$ cat src/rtl/aclink_in_pkg.sv
package aclink_in_pkg;
  localparam int SLOT0_W   = 16;
  localparam int SLOT_W    = 20;
  localparam int NUM_SLOTS = 12;
  localparam int FRAME_W   = SLOT0_W + SLOT_W * NUM_SLOTS;
  localparam int CNT_W     = $clog2(FRAME_W + 1);
  localparam int IDX_W     = 7;
  localparam int REG_W     = 16;
  localparam int SAMPLE_W  = 18;
  localparam int GPIO_W    = 6;
  localparam int MODE_W    = 2;
  localparam int CAP_FIRST = 3;
  localparam int CAP_LAST  = 11;
  localparam int GPIO_SLOT = 12;

  typedef struct packed {
    logic loadFrame;
    logic shiftEn;
  } strobe_t;

  typedef struct packed {
    logic             valid;
    logic [IDX_W-1:0] index;
    logic [REG_W-1:0] data;
  } rdResp_t;

  // MSB position of slot s inside the frame vector (slot 0 is the tag slot)
  function automatic int slotMsb(int s);
    return (s == 0) ? FRAME_W - 1 : FRAME_W - 1 - SLOT0_W - SLOT_W * (s - 1);
  endfunction

  function automatic int leftSlotOf(logic [MODE_W-1:0] m);
    case (m)
      2'd0:    return 3;
      2'd1:    return 7;
      2'd2:    return 6;
      default: return 10;
    endcase
  endfunction

  function automatic int rightSlotOf(logic [MODE_W-1:0] m);
    case (m)
      2'd0:    return 4;
      2'd1:    return 8;
      2'd2:    return 9;
      default: return 11;
    endcase
  endfunction
endpackage

$ cat src/rtl/aclink_in_ctrl.sv
module aclink_in_ctrl
  import aclink_in_pkg::*;
(
  input  logic             bitClk,
  input  logic             rstN,
  input  logic             sync,
  input  logic             cmdStrobe,
  input  logic             cmdRead,
  input  logic [IDX_W-1:0] cmdIndex,
  input  logic [REG_W-1:0] cmdData,
  output strobe_t          strobe,
  output rdResp_t          resp
);
  localparam logic [CNT_W-1:0] CNT_END = CNT_W'(FRAME_W);

  logic             syncQ;
  logic             frameStart;
  logic [CNT_W-1:0] bitCnt;
  logic             pendValid;
  logic [IDX_W-1:0] pendIndex;
  logic [REG_W-1:0] pendData;

  assign frameStart = sync & ~syncQ;

  always_ff @(posedge bitClk or negedge rstN) begin
    if (!rstN) begin
      syncQ  <= 1'b0;
      bitCnt <= CNT_END;
    end else begin
      syncQ <= sync;
      if (frameStart)
        bitCnt <= CNT_W'(1);
      else if (bitCnt < CNT_END)
        bitCnt <= bitCnt + 1'b1;
    end
  end

  // one pending entry; the newest command of a frame replaces older ones
  always_ff @(posedge bitClk or negedge rstN) begin
    if (!rstN) begin
      pendValid <= 1'b0;
      pendIndex <= '0;
      pendData  <= '0;
    end else if (cmdStrobe) begin
      pendValid <= cmdRead;
      pendIndex <= cmdIndex;
      pendData  <= cmdData;
    end else if (frameStart) begin
      pendValid <= 1'b0;
    end
  end

  always_comb begin
    strobe.loadFrame = frameStart;
    strobe.shiftEn   = ~frameStart & (bitCnt < CNT_END);
    resp.valid       = pendValid;
    resp.index       = pendIndex;
    resp.data        = pendData;
  end
endmodule

$ cat src/rtl/aclink_in_datapath.sv
module aclink_in_datapath
  import aclink_in_pkg::*;
(
  input  logic                bitClk,
  input  logic                rstN,
  input  strobe_t             strobe,
  input  rdResp_t             resp,
  input  logic                codecReady,
  input  logic [MODE_W-1:0]   captureMode,
  input  logic                capValid,
  input  logic [SAMPLE_W-1:0] capLeft,
  input  logic [SAMPLE_W-1:0] capRight,
  input  logic                gpioValid,
  input  logic [GPIO_W-1:0]   gpioState,
  input  logic                gpioIrq,
  output logic                sdataOut
);
  localparam int IDX_PAD  = SLOT_W - 1 - IDX_W;
  localparam int REG_PAD  = SLOT_W - REG_W;
  localparam int CAP_PAD  = SLOT_W - SAMPLE_W;
  localparam int GPIO_PAD = SLOT_W - GPIO_W - 1;

  logic [SLOT_W-1:0]    slotData [1:NUM_SLOTS];
  logic [NUM_SLOTS:1]   tagVec;
  logic [FRAME_W-1:0]   frameBits;
  logic [FRAME_W-1:0]   shiftReg;
  int                   leftSel;
  int                   rightSel;

  assign leftSel  = leftSlotOf(captureMode);
  assign rightSel = rightSlotOf(captureMode);

  always_comb begin
    for (int s = 1; s <= NUM_SLOTS; s++) begin
      slotData[s] = '0;
      tagVec[s]   = 1'b0;
    end
    if (resp.valid) begin
      tagVec[1]   = 1'b1;
      tagVec[2]   = 1'b1;
      slotData[1] = {1'b0, resp.index, {IDX_PAD{1'b0}}};
      slotData[2] = {resp.data, {REG_PAD{1'b0}}};
    end
    for (int s = CAP_FIRST; s <= CAP_LAST; s++) begin
      if (capValid && s == leftSel) begin
        tagVec[s]   = 1'b1;
        slotData[s] = {capLeft, {CAP_PAD{1'b0}}};
      end else if (capValid && s == rightSel) begin
        tagVec[s]   = 1'b1;
        slotData[s] = {capRight, {CAP_PAD{1'b0}}};
      end
    end
    if (gpioValid) begin
      tagVec[GPIO_SLOT]   = 1'b1;
      slotData[GPIO_SLOT] = {gpioState, {GPIO_PAD{1'b0}}, gpioIrq};
    end
  end

  always_comb begin
    frameBits = '0;
    frameBits[FRAME_W-1] = codecReady;
    for (int s = 1; s <= NUM_SLOTS; s++) begin
      frameBits[FRAME_W-1-s]          = tagVec[s];
      frameBits[slotMsb(s) -: SLOT_W] = slotData[s];
    end
  end

  always_ff @(posedge bitClk or negedge rstN) begin
    if (!rstN) begin
      shiftReg <= '0;
      sdataOut <= 1'b0;
    end else if (strobe.loadFrame) begin
      sdataOut <= frameBits[FRAME_W-1];
      shiftReg <= {frameBits[FRAME_W-2:0], 1'b0};
    end else if (strobe.shiftEn) begin
      sdataOut <= shiftReg[FRAME_W-1];
      shiftReg <= {shiftReg[FRAME_W-2:0], 1'b0};
    end else begin
      sdataOut <= 1'b0;
    end
  end
endmodule

$ cat src/rtl/aclink_in_frame.sv
module aclink_in_frame
  import aclink_in_pkg::*;
(
  input  logic                bitClk,
  input  logic                rstN,
  input  logic                sync,
  input  logic                cmdStrobe,
  input  logic                cmdRead,
  input  logic [IDX_W-1:0]    cmdIndex,
  input  logic [REG_W-1:0]    cmdData,
  input  logic                codecReady,
  input  logic [MODE_W-1:0]   captureMode,
  input  logic                capValid,
  input  logic [SAMPLE_W-1:0] capLeft,
  input  logic [SAMPLE_W-1:0] capRight,
  input  logic                gpioValid,
  input  logic [GPIO_W-1:0]   gpioState,
  input  logic                gpioIrq,
  output logic                sdataOut
);
  strobe_t strobe;
  rdResp_t resp;

  aclink_in_ctrl ctrl_i (
    .bitClk   (bitClk),
    .rstN     (rstN),
    .sync     (sync),
    .cmdStrobe(cmdStrobe),
    .cmdRead  (cmdRead),
    .cmdIndex (cmdIndex),
    .cmdData  (cmdData),
    .strobe   (strobe),
    .resp     (resp)
  );

  aclink_in_datapath dp_i (
    .bitClk     (bitClk),
    .rstN       (rstN),
    .strobe     (strobe),
    .resp       (resp),
    .codecReady (codecReady),
    .captureMode(captureMode),
    .capValid   (capValid),
    .capLeft    (capLeft),
    .capRight   (capRight),
    .gpioValid  (gpioValid),
    .gpioState  (gpioState),
    .gpioIrq    (gpioIrq),
    .sdataOut   (sdataOut)
  );
endmodule

$ cat config.mk
export PLATFORM = sky130hd
export DESIGN_NAME = aclink_in_frame
export DESIGN_NICKNAME = d
export VERILOG_FILES = /design/src/rtl/aclink_in_pkg.sv /design/src/rtl/aclink_in_ctrl.sv /design/src/rtl/aclink_in_datapath.sv /design/src/rtl/aclink_in_frame.sv
export SDC_FILE = /design/constraint.sdc
export NUM_CORES = 1
export LEC_CHECK = 0
export BUFFER_PORTS_ARGS = -buffer_cell sky130_fd_sc_hd__clkbuf_2
export CAP_MARGIN = 10
export CELL_PAD_IN_SITES_DETAIL_PLACEMENT = 0
export CELL_PAD_IN_SITES_GLOBAL_PLACEMENT = 1
export CORE_MARGIN = 1.5
export CORE_UTILIZATION = 40
export CTS_BUF_LIST = sky130_fd_sc_hd__clkbuf_8 sky130_fd_sc_hd__clkbuf_16
export CTS_CLUSTER_SIZE = 16
export DETAILED_ROUTE_END_ITERATION = 8
export HOLD_SLACK_MARGIN = 0.12
export PLACE_DENSITY_LB_ADDON = 0.1
export SLEW_MARGIN = 20
export SYNTH_ARGS = -nofsm -noshare
export SYNTH_HDL_FRONTEND = slang
export SYNTH_SLANG_ARGS = --single-unit
$ cat constraint.sdc
create_clock -name bitClk -period 1.8 [get_ports bitClk]
set_clock_uncertainty 0.05 [all_clocks]
set_input_delay 0.45 -clock bitClk [delete_from_list [all_inputs] [get_ports bitClk]]
set_output_delay 0.45 -clock bitClk [all_outputs]
set_load 0.02 [all_outputs]
# Yosys cells after proc, flatten, opt, wreduce, memory -nomap -nowiden
# Cells that the tools add are included.
[classes] n_addsub=1 n_mux=50 eq_ne=20 n_bitwise=4 reduce_logical=22 magnitude_cmp=1
[ops] op="$mux 256" n=2
[ops] op="$mux 20" n=19
[ops] op="$mux 39" n=1
[ops] op="$eq 3x4->1 const A" n=8
[ops] op="$eq 4x4->1 const A" n=8
[ops] op="$pmux 4 s3" n=2
[ops] op="$mux 1" n=23
[ops] op="$logic_and 1x1->1" n=18
[ops] op="$mux 9" n=2
[ops] op="$add 9x1->9 const B" n=1
[ops] op="$lt 9x9->1 const B" n=1
[ops] op="$eq 2x4->1 const A" n=2
[ops] op="$reduce_bool 2->1" n=3
[ops] op="$and 1x1->1" n=2
[ops] op="$eq 2x1->1 const B" n=1
[ops] op="$eq 2x2->1 const B" n=1
[ops] op="$logic_not 2->1" n=1
[ops] op="$mux 2" n=1
[ops] op="$not 1->1" n=2
[word_totals] input_bits=76 word_cells=105 reg_bits=291 output_inout_bits=1

# Longest topological paths before layout
# Gate-level depths: netlist (run 1).
[depth] ltp_word=7 ltp_mapped=6 ltp_nobuf=4

# Modules after synthesis
# Synthesis (run 1) repeated with hierarchy kept, for this count alone.
[unflattened] hier_cells=1298 area_unflattened_um2=13573.0
[by_module_without_submodules] module="aclink_in_datapath" seq_area_each_um2=6406.1 n_inst=1 cells_per_inst=1200 area_per_inst_um2=12197.9
[by_module_without_submodules] module="aclink_in_ctrl" seq_area_each_um2=852.1 n_inst=1 cells_per_inst=98 area_per_inst_um2=1375.1

# Worst setup path before layout (run 1)
# No wires, ideal clock.
[synth_timing] path_kind="reg-to-reg" from="register ctrl_i.bitCnt[8]" to="register dp_i.shiftReg[225]" path_buffers=4 t_arrival_ns=1.319 path_stages_with_launch=7 path_slack_ns=0.300 period_less_slack_ns=1.500 setup_ns=0.132 required_time_ns=1.618 path_cell_list="dfstp_2 buf_2 buf_4 buf_4 buf_4 mux2i_1 nor2_1"
[synth_between] elab_chain_cells=3
[synth_rtl] element="start: declaration" line="aclink_in_ctrl.sv:18" text="logic [CNT_W-1:0] bitCnt;"
[synth_rtl] element="start signal: assignment" line="aclink_in_ctrl.sv:34" text="bitCnt <= bitCnt + 1'b1;"
[synth_rtl] element="$lt 9x9->1" line="aclink_in_ctrl.sv:55" text="strobe.shiftEn = ~frameStart & (bitCnt < CNT_END);"
[synth_rtl] element="$and 1x1->1" line="aclink_in_ctrl.sv:55"
[synth_rtl] element="$reduce_bool 2->1 (no source line)"
[synth_rtl] element="end signal: assignment" line="aclink_in_datapath.sv:74" text="shiftReg <= {frameBits[FRAME_W-2:0], 1'b0};"
[synth_rtl] element="end signal: assignment" line="aclink_in_datapath.sv:77" text="shiftReg <= {shiftReg[FRAME_W-2:0], 1'b0};"
[synth_rtl] element="end: declaration" line="aclink_in_datapath.sv:26" text="logic [FRAME_W-1:0] shiftReg;"
# Every way passes these cells.
# A chain may end at the register's enable or synchronous reset.

# Final worst setup path (run 1)
[layout_timing] from="input sync" to="register dp_i.shiftReg[247]"
[layout_between] elab_chain_cells=4 elab_cells_between_ends=5 cone_classes="1 x mux; 3 x bitwise; 1 x reduce/logical"
[layout_rtl] element="start: declaration" line="aclink_in_frame.sv:6" text="input logic sync,"
[layout_rtl] element="$and 1x1->1 *" line="aclink_in_ctrl.sv:23" text="assign frameStart = sync & ~syncQ;"
[layout_rtl] element="$not 1->1" line="aclink_in_ctrl.sv:55"
[layout_rtl] element="$and 1x1->1" line="aclink_in_ctrl.sv:55"
[layout_rtl] element="$reduce_bool 2->1 (no source line)"
# Mark *: on every way between the ends. The rest lies on a longest branch, timed or not.

==> results.md, run 1 <==
- Status: complete, no violations
- CTS Buffer Depth: 3
- Worst Setup Start Kind: primary input
- Antenna violations before repair: 0
- Mapped Nets: between 1000 and 1500
- Crit-path max FO: 31
- Clk slew on worst S/H paths: 60 ps
- Simple logic cell fraction of the synthesized area: 0.118
- Placeable Area: 0.0317 mm2
- Cell area after layout: 0.0156 mm2
- Clk root buf: clkbuf_16
- Worst reg-to-reg setup slack: 180 ps
- Via count: 9261
- Largest family of logic cells by synthesized area: compound AO/OA/AOI/OAI gates
- FMAX: slightly below 600 MHz
- Top-area cell type share of the netlist area: 0.558
- Die Wd: 183 um
- Routed WL per cell: about 16 um
- Worst-Skew Late Latency: about 510 ps
- Max transition margin: 0.714
- RD Place Congestion: 0.748
- Finished Layout Cells: 1743
- Peak VDD IR: approximately 0.66 mV
- Detailed placement HPWL: 17.6 mm
- Final core utilization: 0.493
- Die ar.: 0.0335 mm2
- Final period utilization: 0.946
- Worst-Margin Slew: 428 ps
- Post-synthesis compound-gate area fraction: 0.177
- Area grow syn2layout: 20.7%
- H-tree levels: 2
- Ys Warns: 0
- Routed Wire Length: 28.2 mm
- Buffers added on ports: between 70 and 80
- Number of max-cap violations: 0
- Unique cell type count in the Yosys netlist: 32
- Slew Viols, Final: 0
- Crit path required time: roughly 2200 ps
- DRC Markers: 0
- CTS Buf Count: 35
- Ports: 77
- Post-Synth XOR/XNOR Area: 0.00270
- RSZ-0062 raised after global routing: false
- Seq/Total Area, Yosys: 0.560
- Hold Violations, Final: 0
- Postcts setup bufs: 0
- Synth cell count leaders: dfrtp_1, nor2_1, o21a_1
- Flops & latches, synth: 290
- Min Hold Slack: roughly 140 ps
- Multiplexer share of the synthesized area: 0.0995
- Detail Route Antenna Nets: 0
- Clock sink count: 290
- Synth Area in Adders: 0.000965
- Vias/cell: 5.31
- Pwr/cell area: 967 mW/mm2
- Synth Flop Type: dfrtp_1
- Largest area contributor in the netlist: dfrtp_1
- Top area cells in the synthesized netlist: dfrtp_1, o21a_1, mux2i_1
- Initial Util: 0.409
- Mapped Area: 0.0130 mm2
- Placed inst area: 0.0143 mm2
- Drt initial violations: 466
- Post-synth EDFFs: 0
- GR Util All Layers: 0.176
- Top-count cell post-synth: dfrtp_1
- Final setup viols: 0
- Asr flop ratio synth: 1.00
- Rows: 65
- Nets@finish: 1394
- Critical path type: in -> reg
- Critical Path AT: 2090 ps
- Vias in the first global route: approximately 9500
- CP Capture Type: flop
- Setup_tns: 0 ps
- Leakage: 0.00684 uW
- Avg Inst Size Synth: 10.6 um2
- Hold Crit Class: in -> reg
- CTS tree: done
- First-pass DRT Iterations: 6
- Die height: 183 um
- Synth Instances: 1228
- GR Overflow Total: 0
- Largest net degree at the start of global routing: between 40 and 50
- Share of cells above drive strength 1: 0.162
- Final min period: 1700 ps
- DP Cell Count: approximately 1700
- First-pass GRT wire length: 48.8 mm
-- routing by layer --
| metal | wire length (um) | global-route usage | part of all wire | vias to the layer above |
|---|---|---|---|---|
| met1 | 14200 | 0.258 | 0.50 | 4591 |
| li1 | - | - | - | 4523 |
| met2 | 12600 | 0.270 | 0.45 | 107 |
| met5 | 0 | 0 | 0 | - |
| met3 | 949 | 0.0266 | 0.034 | 40 |
| met4 | 512 | 0.0472 | 0.018 | 0 |
-- path summary, 6_finish.rpt --
kind,start,to,cells past startpoint
max,sync,dp_i.shiftReg[247],7
min,cmdIndex[2],ctrl_i.pendIndex[2],2
max reg2reg,ctrl_i.bitCnt[8],dp_i.shiftReg[219],4
min reg2reg,dp_i.shiftReg[36],dp_i.shiftReg[36],1
max in group asynchronous,rstN,dp_i.shiftReg[246],3
min in group asynchronous,rstN,dp_i.shiftReg[129],2
-- placed cells by master, fill, tap and decap left out, types with 37 or more instances in the layout --
cell	instances
nand2b_1	38
nand2_1	44
nor2_1	220
o22ai_1	144
dfrtp_1	289
clkbuf_2	75
o21a_1	145
clkbuf_16	37
mux2i_1	103
o21ai_0	41
-- registers in the layout, summed over array words and instances, names as in the netlist --
| signal | flops |
|---|---|
| dp_i.shiftReg | 255 |
| dp_i.sdataOut | 1 |
| ctrl_i.bitCnt | 9 |
| ctrl_i.syncQ | 1 |
| ctrl_i.pendValid | 1 |
| ctrl_i.pendIndex | 7 |
| ctrl_i.pendData | 16 |
-- area by class of cell --
type	instances	area [um2]
Multi-Input combinational cell	827	5190
Fill cell	3014	16100
Clock inverter	16	98.8
Tap cell	402	503
Timing Repair Buffer	163	1560
Sequential cell	290	7260
Clock buffer	44	1020
Antenna cell	1	2.50
-- where the power goes --
part / switching (uW) / internal [uW] / leakage [uW]
Combinational: 652 / 592 / 0.00233
Sequential: 218 / 6870 / 0.00392
Clock: 2670 / 4120 / 0.000590
-- through the flow --
step                setup WS [ps]  power, uW
floorplan                     300       7890
global placement              163       8410
detailed placement            132       8430
CTS                           106      15400
global route                 34.2      15800
finish                       97.1      15100
-- kinds of logic (layout without fill, tap and decap cells) --
group,after synthesis,count (layout)
AND/OR/NAND/NOR,352,352
AO/OA/AOI/OAI,344,344
flip-flops,290,290
multiplexers,126,126
buffers and inverters,111,223
XOR/XNOR,4,4
adder cells (fa/ha/maj),1,1
other,0,1
-- timing repair --
action	CTS	global route
hold buffers	26	0
gates resized for setup	0	0
hold endpoints to repair	62	0
-- worst max-delay path, stage by stage --
cell and delay [ps]:
dlygate4sd3_1 540, clkbuf_2 170, nor2b_4 190, buf_12 160, buf_12 200, nand4b_1 180
a2bb2oi_1 200
Power figures use the tool's default switching activity.
==> run 2, diff against run 1 <==
Settings changed: CORE_UTILIZATION 40 to 49.
==> run 2 against run 1 <==
  * Sequential power hardly changed
  * First-iteration DRC count is 3.6% higher
  * Critical path depth stayed put
  * Non-clock buffer count is 10 lower
  * Power is 2.9% lower
  * Cell area is 1.8% lower
  * Count of clock-buffer cells in the layout is 3 lower
  * Register-to-register slack worse by 20 ps
  * Via count is 0.79% lower
  * Die area is 18% lower
  * Combinational power hardly changed
  * Largest cell class unchanged
  * Highest routed layer unchanged
==> results.md, run 2 (synthesis results as in run 1) <==
- Status: complete, no violations
- Detailed placement HPWL: 16.1 mm (-8.5%)
- Finished Layout Cells: 1664 (-4.5%)
- Min Hold Slack: 134 ps (-5.56 ps)
- H-tree levels: 2 (unchanged)
- Routed WL per cell: 16.1 um (-0.80%)
- WHS Path Cells: 3 (+1)
- CTS tree: done
- Final period utilization: 0.947 (about the same)
- RD Place Congestion: 0.730 (-2.3%)
- GR Util All Layers: 0.199 (+0.0236)
- Placed inst area: 0.0140 mm2 (-1.6%)
- Largest register FFs: 255 (unchanged)
- Final min period: 1700 ps (+1.02 ps)
- PostCTS Resize Cnt: 0 (unchanged)
- CTS Buf Count: 34 (-2.9%)
- Critical path type: in -> reg
- Peak VDD IR: 0.736 mV (+12%)
- Most frequent cells in the layout: dfrtp_1, nor2_1, o21a_1, o22ai_1, mux2i_1
- Cell area after layout: 0.0154 mm2 (-1.8%)
- Vias/cell: 5.52 (+3.9%)
- Nets@finish: 1383 (-0.79%)
- Drt initial violations: 483 (+3.6%)
- Number of max-cap violations: 0 (unchanged)
- CTS Buffer Depth: 3 (unchanged)
- DRC Markers: 0 (unchanged)
- DP Cell Count: 1576 (-4.8%)
- Initial Util: 0.499 (+0.0902)
- Via count: 9188 (-0.79%)
- Worst-Skew Late Latency: 510 ps (about the same)
- Routed Wire Length: 26.7 mm (-5.3%)
- Die ar.: 0.0274 mm2 (-18%)
- Ports: 77 (unchanged)
- Crit-path max FO: 33 (+6.5%)
- RSZ-0062 raised after global routing: false
- Vias in the first global route: 9410 (-0.94%)
- First-pass DRT Iterations: 4 (-2)
- Hold Crit Class: in -> reg
- FMAX: 587 MHz (about the same)
- Min-delay src: gpioState[3]
- Die height: 166 um (-9.5%)
- Critical Path AT: 2040 ps (-50 ps)
- R2R Path End: dp_i.shiftReg[80]
- Rows: 59 (-9.2%)
- Detail Route Antenna Nets: 0 (unchanged)
- Setup_tns: 0 ps (unchanged)
- Worst reg-to-reg setup slack: 160 ps (-20 ps)
- Pwr/cell area: 956 mW/mm2 (-1.1%)
- CP Capture Type: flop
- GR Overflow Total: 0 (unchanged)
- First-pass GRT wire length: 46.7 mm (-4.3%)
- Biggest regs: dp_i.shiftReg x255, ctrl_i.pendData x16, ctrl_i.bitCnt x9
- CTS Hold Bufs: 29 (+12%)
- Leakage: 0.00674 uW (-1.4%)
- Placeable Area: 0.0260 mm2 (-18%)
- Clock sink count: 290 (unchanged)
- Hold Violations, Final: 0 (unchanged)
- Max transition margin: 0.454 (-0.260)
- Slew Viols, Final: 0 (unchanged)
- Final setup viols: 0 (unchanged)
- Share of cells above drive strength 1: 0.152 (-0.00995)
- Clk slew on worst S/H paths: 60 ps (about the same)
- Hold Path End: dp_i.shiftReg[18]
- Worst-Margin Slew: 819 ps (+391 ps)
- Worst Setup Start Kind: primary input
- Buffers added on ports: 76 (unchanged)
- Reg-to-Reg Start: ctrl_i.bitCnt[8]
- Final Power: 14700 uW (-2.9%)
- Area grow syn2layout: 18.5%
- Antenna violations before repair: 0 (unchanged)
- Top register by number of flip-flops: dp_i.shiftReg
- Die Wd: 166 um (-9.5%)
- Crit path required time: 2140 ps (-40 ps)
- Postcts setup bufs: 0 (unchanged)
- Inserted Diodes: 0 (-1)
- Reg2Reg Depth: 5 (+1)
- Clk root buf: clkbuf_16
- Most common cell after layout, fill and taps aside: dfrtp_1
- Largest net degree at the start of global routing: 81 (+65%)
==> run 2: worst max-delay path by stage <==
stage | from | endpoint | slack, ps
6_report | sync | dp_i.shiftReg[186] | 100
5_1_grt | sync | dp_i.shiftReg[187] | 20
4_1_cts | sync | dp_i.shiftReg[187] | 110
3_5_place_dp | sync | dp_i.shiftReg[171] | 150
3_3_place_gp | ctrl_i.bitCnt[8] | dp_i.shiftReg[195] | 160
2_1_floorplan | ctrl_i.bitCnt[8] | dp_i.shiftReg[225] | 300
==> run 2: area by class of cell <==
class	count	area, um2
repair buffers	153	1440
flip-flops and latches	290	7260
well taps	335	419
clock buffers	41	947
multi-input cells	827	5190
clock inverters	18	101
fillers	2297	10600
==> run 2: stage by stage <==
stage / utilization / worst slack (ps)
finish: 0.591 / 96.1
global route: 0.591 / 23.7
CTS: 0.591 / 106
detailed placement: 0.540 / 147
global placement: 0.540 / 157
floorplan: - / 300
==> run 2: layer usage <==
metal / GRT usage / vias to the layer above / part of all wire
met4: 0.0509 / 0 / 0.016
li1: - / 4491 / -
met1: 0.280 / 4544 / 0.49
met3: 0.0287 / 35 / 0.033
met2: 0.326 / 118 / 0.47
met5: 0 / - / 0
==> run 2: worst max-delay path, cell delays in order <==
cell and delay [ps]:
dlygate4sd3_1 550, clkbuf_2 180, nor2b_4 220, buf_12 200, buf_12 210, o22ai_1 110
o21a_1 110
==> run 2: power by group <==
group          leakage, uW  total, uW  switching [uW]  internal, uW
logic              0.00226       1220             635           590
registers          0.00392       7100             226          6870
clock network     0.000562       6370            2630          3740
==> run 3, diff against run 2 <==
--- a/config.mk
+++ b/config.mk
@@ -16,5 +16,5 @@
 export DETAILED_ROUTE_END_ITERATION = 8
 export HOLD_SLACK_MARGIN = 0.12
-export PLACE_DENSITY_LB_ADDON = 0.1
+export PLACE_DENSITY = 0.81
 export SLEW_MARGIN = 20
 export SYNTH_ARGS = -nofsm -noshare
--- a/constraint.sdc
+++ b/constraint.sdc
@@ -3,3 +3,3 @@
 set_input_delay 0.45 -clock bitClk [delete_from_list [all_inputs] [get_ports bitClk]]
 set_output_delay 0.45 -clock bitClk [all_outputs]
-set_load 0.02 [all_outputs]
+set_load 0.1 [all_outputs]
==> run 3 against run 2 <==
  * Non-clock buffer count is 7 higher
  * Sequential power is essentially flat
  * First-iteration DRC count increased by 25%
  * Power is 1.9% higher
  * Worst hold slack better by 50 ps
  * Largest power group unchanged
==> results.md, run 3 (synthesis results as in run 1) <==
- Routed WL per cell: 16.0 um (-0.39%)
- Max transition margin: 0.755 (+0.301)
- Critical path's largest stage delay: 550 ps (about the same)
- Area grow syn2layout: 19.1%
- Placeable Area: 0.0260 mm2 (unchanged)
- GR Overflow Total: 0 (unchanged)
- Buffers & Inverters on Critical Path: 4 (unchanged)
- CP Capture Type: flop
- Placed inst area: 0.0140 mm2 (about the same)
- Crit path required time: 2180 ps (+40 ps)
- Final period utilization: 0.945 (-0.00208)
- Min Hold Slack: 184 ps (+49.9 ps)
- Gr busiest metal: met2
- Crit-path max FO: 33 (unchanged)
- Routed Wire Length: 26.7 mm (about the same)
- Number of max-cap violations: 0 (unchanged)
- Final setup viols: 0 (unchanged)
- RD Place Congestion: 0.737 (+0.90%)
- Psw: 3470 uW (-0.68%)
- Critical Path AT: 2080 ps (+40 ps)
- Nets@finish: 1387 (+0.29%)
- CP top delay family: buffers and inverters
- DRC Markers: 0 (unchanged)
- Largest register FFs: 255 (unchanged)
- First-pass DRT Iterations: 5 (+1)
- Leakage: 0.00676 uW (+0.21%)
- Share of cells above drive strength 1: 0.156 (+0.00393)
- Biggest regs: dp_i.shiftReg x255, ctrl_i.pendData x16, ctrl_i.bitCnt x9
- Hold Crit Class: in -> reg
- Drt initial violations: 603 (+25%)
- CTS Buffer Depth: 3 (unchanged)
- Detailed placement HPWL: 16.2 mm (+0.63%)
- GR Util All Layers: 0.198 (-0.00159)
- Via count: 9435 (+2.7%)
- Global-route met2 utilization: 0.326 (+0.000725)
- Antenna violations before repair: 0 (unchanged)
- Hold Violations, Final: 0 (unchanged)
- Clock share of power: 0.441 (+0.007)
- Worst path slowest cell: dlygate4sd3_1
- Final core utilization: 0.594 (+0.00299)
- Most common cell after layout, fill and taps aside: dfrtp_1
- Top register by number of flip-flops: dp_i.shiftReg
- Detail Route Antenna Nets: 0 (unchanged)
- Switch share: 0.232 (-0.00602)
- Rows: 59 (unchanged)
- Worst-Skew Late Latency: 550 ps (+40 ps)
- Die ar.: 0.0274 mm2 (unchanged)
- Worst-Margin Slew: 367 ps (-452 ps)
- Flop pwr share: 0.473 (-0.010)
- Die height: 166 um (unchanged)
- Initial Util: 0.499 (unchanged)
- Slew Viols, Final: 0 (unchanged)
- Ports: 77 (unchanged)
- Worst Setup Start Kind: primary input
- Met3 Use GR: 0.0284 (-0.000239)
- CTS Buf Count: 31 (-8.8%)
- Cell area after layout: 0.0154 mm2 (+0.51%)
- Crit-path cells: dlygate4sd3_1 > clkbuf_2 > nor2b_4 > buf_12 > buf_12 > o22ai_1 > o21a_1
- Critical path type: in -> reg
- Inserted Diodes: 0 (unchanged)
- Met1 usage: 0.276 (-0.00427)
- Clk root buf: clkbuf_16
- Setup_tns: 0 ps (unchanged)
- Crit-path most repeated cell: buf_12
- Comb pwr share: 0.086 (+0.003)
- Final Power: 15000 uW (+1.9%)
- Clock sink count: 290 (unchanged)
- Final min period: 1700 ps (-3.75 ps)
- Most frequent cells in the layout: dfrtp_1, nor2_1, o21a_1, o22ai_1, mux2i_1
- Peak VDD IR: 0.791 mV (+7.5%)
- Vias in the first global route: 9584 (+1.8%)
- Clk slew on worst S/H paths: 60 ps (about the same)
- Buffers added on ports: 76 (unchanged)
- Vias/cell: 5.65 (+2.4%)
- First-pass GRT wire length: 46.6 mm (-0.27%)
- RSZ-0062 raised after global routing: false
- Postcts setup bufs: 0 (unchanged)
- Status: complete, no violations
- CTS tree: done
- Die Wd: 166 um (unchanged)
- Pwr/cell area: 970 mW/mm2 (+1.4%)
- Int Power: 11500 uW (+2.7%)
- FMAX: 588 MHz (+0.22%)
- H-tree levels: 1 (-1)
- Largest net degree at the start of global routing: 87 (+7.4%)
[run 3: power by group through the flow]
stage	Combinational (uW)	Sequential, uW	Clock (uW)
6_report	1280	7080	6610
5_1_grt	1440	7130	7040
3_3_place_gp	1210	7190	0
3_5_place_dp	1230	7200	0
4_1_cts	1300	7090	6750
2_1_floorplan	747	7160	0
[run 3: path summary, 6_finish.rpt]
path / startpoint / endpoint / slack [ps] / cells past startpoint
max: sync / dp_i.shiftReg[85] / 100 / 7
min: gpioValid / dp_i.shiftReg[1] / 180 / 3
max reg2reg: ctrl_i.bitCnt[8] / dp_i.shiftReg[85] / 130 / 4
min reg2reg: dp_i.shiftReg[36] / dp_i.shiftReg[36] / 440 / 1
max in group asynchronous: rstN / dp_i.shiftReg[92] / 690 / 4
min in group asynchronous: rstN / dp_i.shiftReg[187] / 310 / 2
[run 3: final cells by class]
class	count	area, um2
Clock inverter	18	198
Multi-Input combinational cell	827	5190
Timing Repair Buffer	160	1480
Clock buffer	39	886
Tap cell	335	419
Sequential cell	290	7260
Fill cell	2179	10500
[run 3: through the flow]
step	setup WS [ps]	instances
floorplan	300	1228
global placement	152	1578
detailed placement	133	1578
CTS	98.7	1669
global route	45.0	1669
finish	99.8	1669
[run 3: worst reg2reg max path: cells and delay by family, from the launching register on]
family	cells	cell delay, ps
DFF	1	770
and+or+nand+nor	1	100
buffers and inverters	1	310
AOI/OAI and AO/OA	2	380
[run 3: metal layers]
| metal | share of wire | wire, um | up-vias |
|---|---|---|---|
| met3 | 0.039 | 1040 | 40 |
| met2 | 0.48 | 12800 | 157 |
| li1 | - | - | 4509 |
| met1 | 0.47 | 12500 | 4729 |
| met5 | 0 | 0 | - |
| met4 | 0.017 | 455 | 0 |
[run 3: what timing repair did]
item / CTS / global route
endpoints found under the hold margin: 181 / 0
resized for setup: 1 / 0
setup endpoints to repair: 1 / 0
hold buffers: 34 / 0
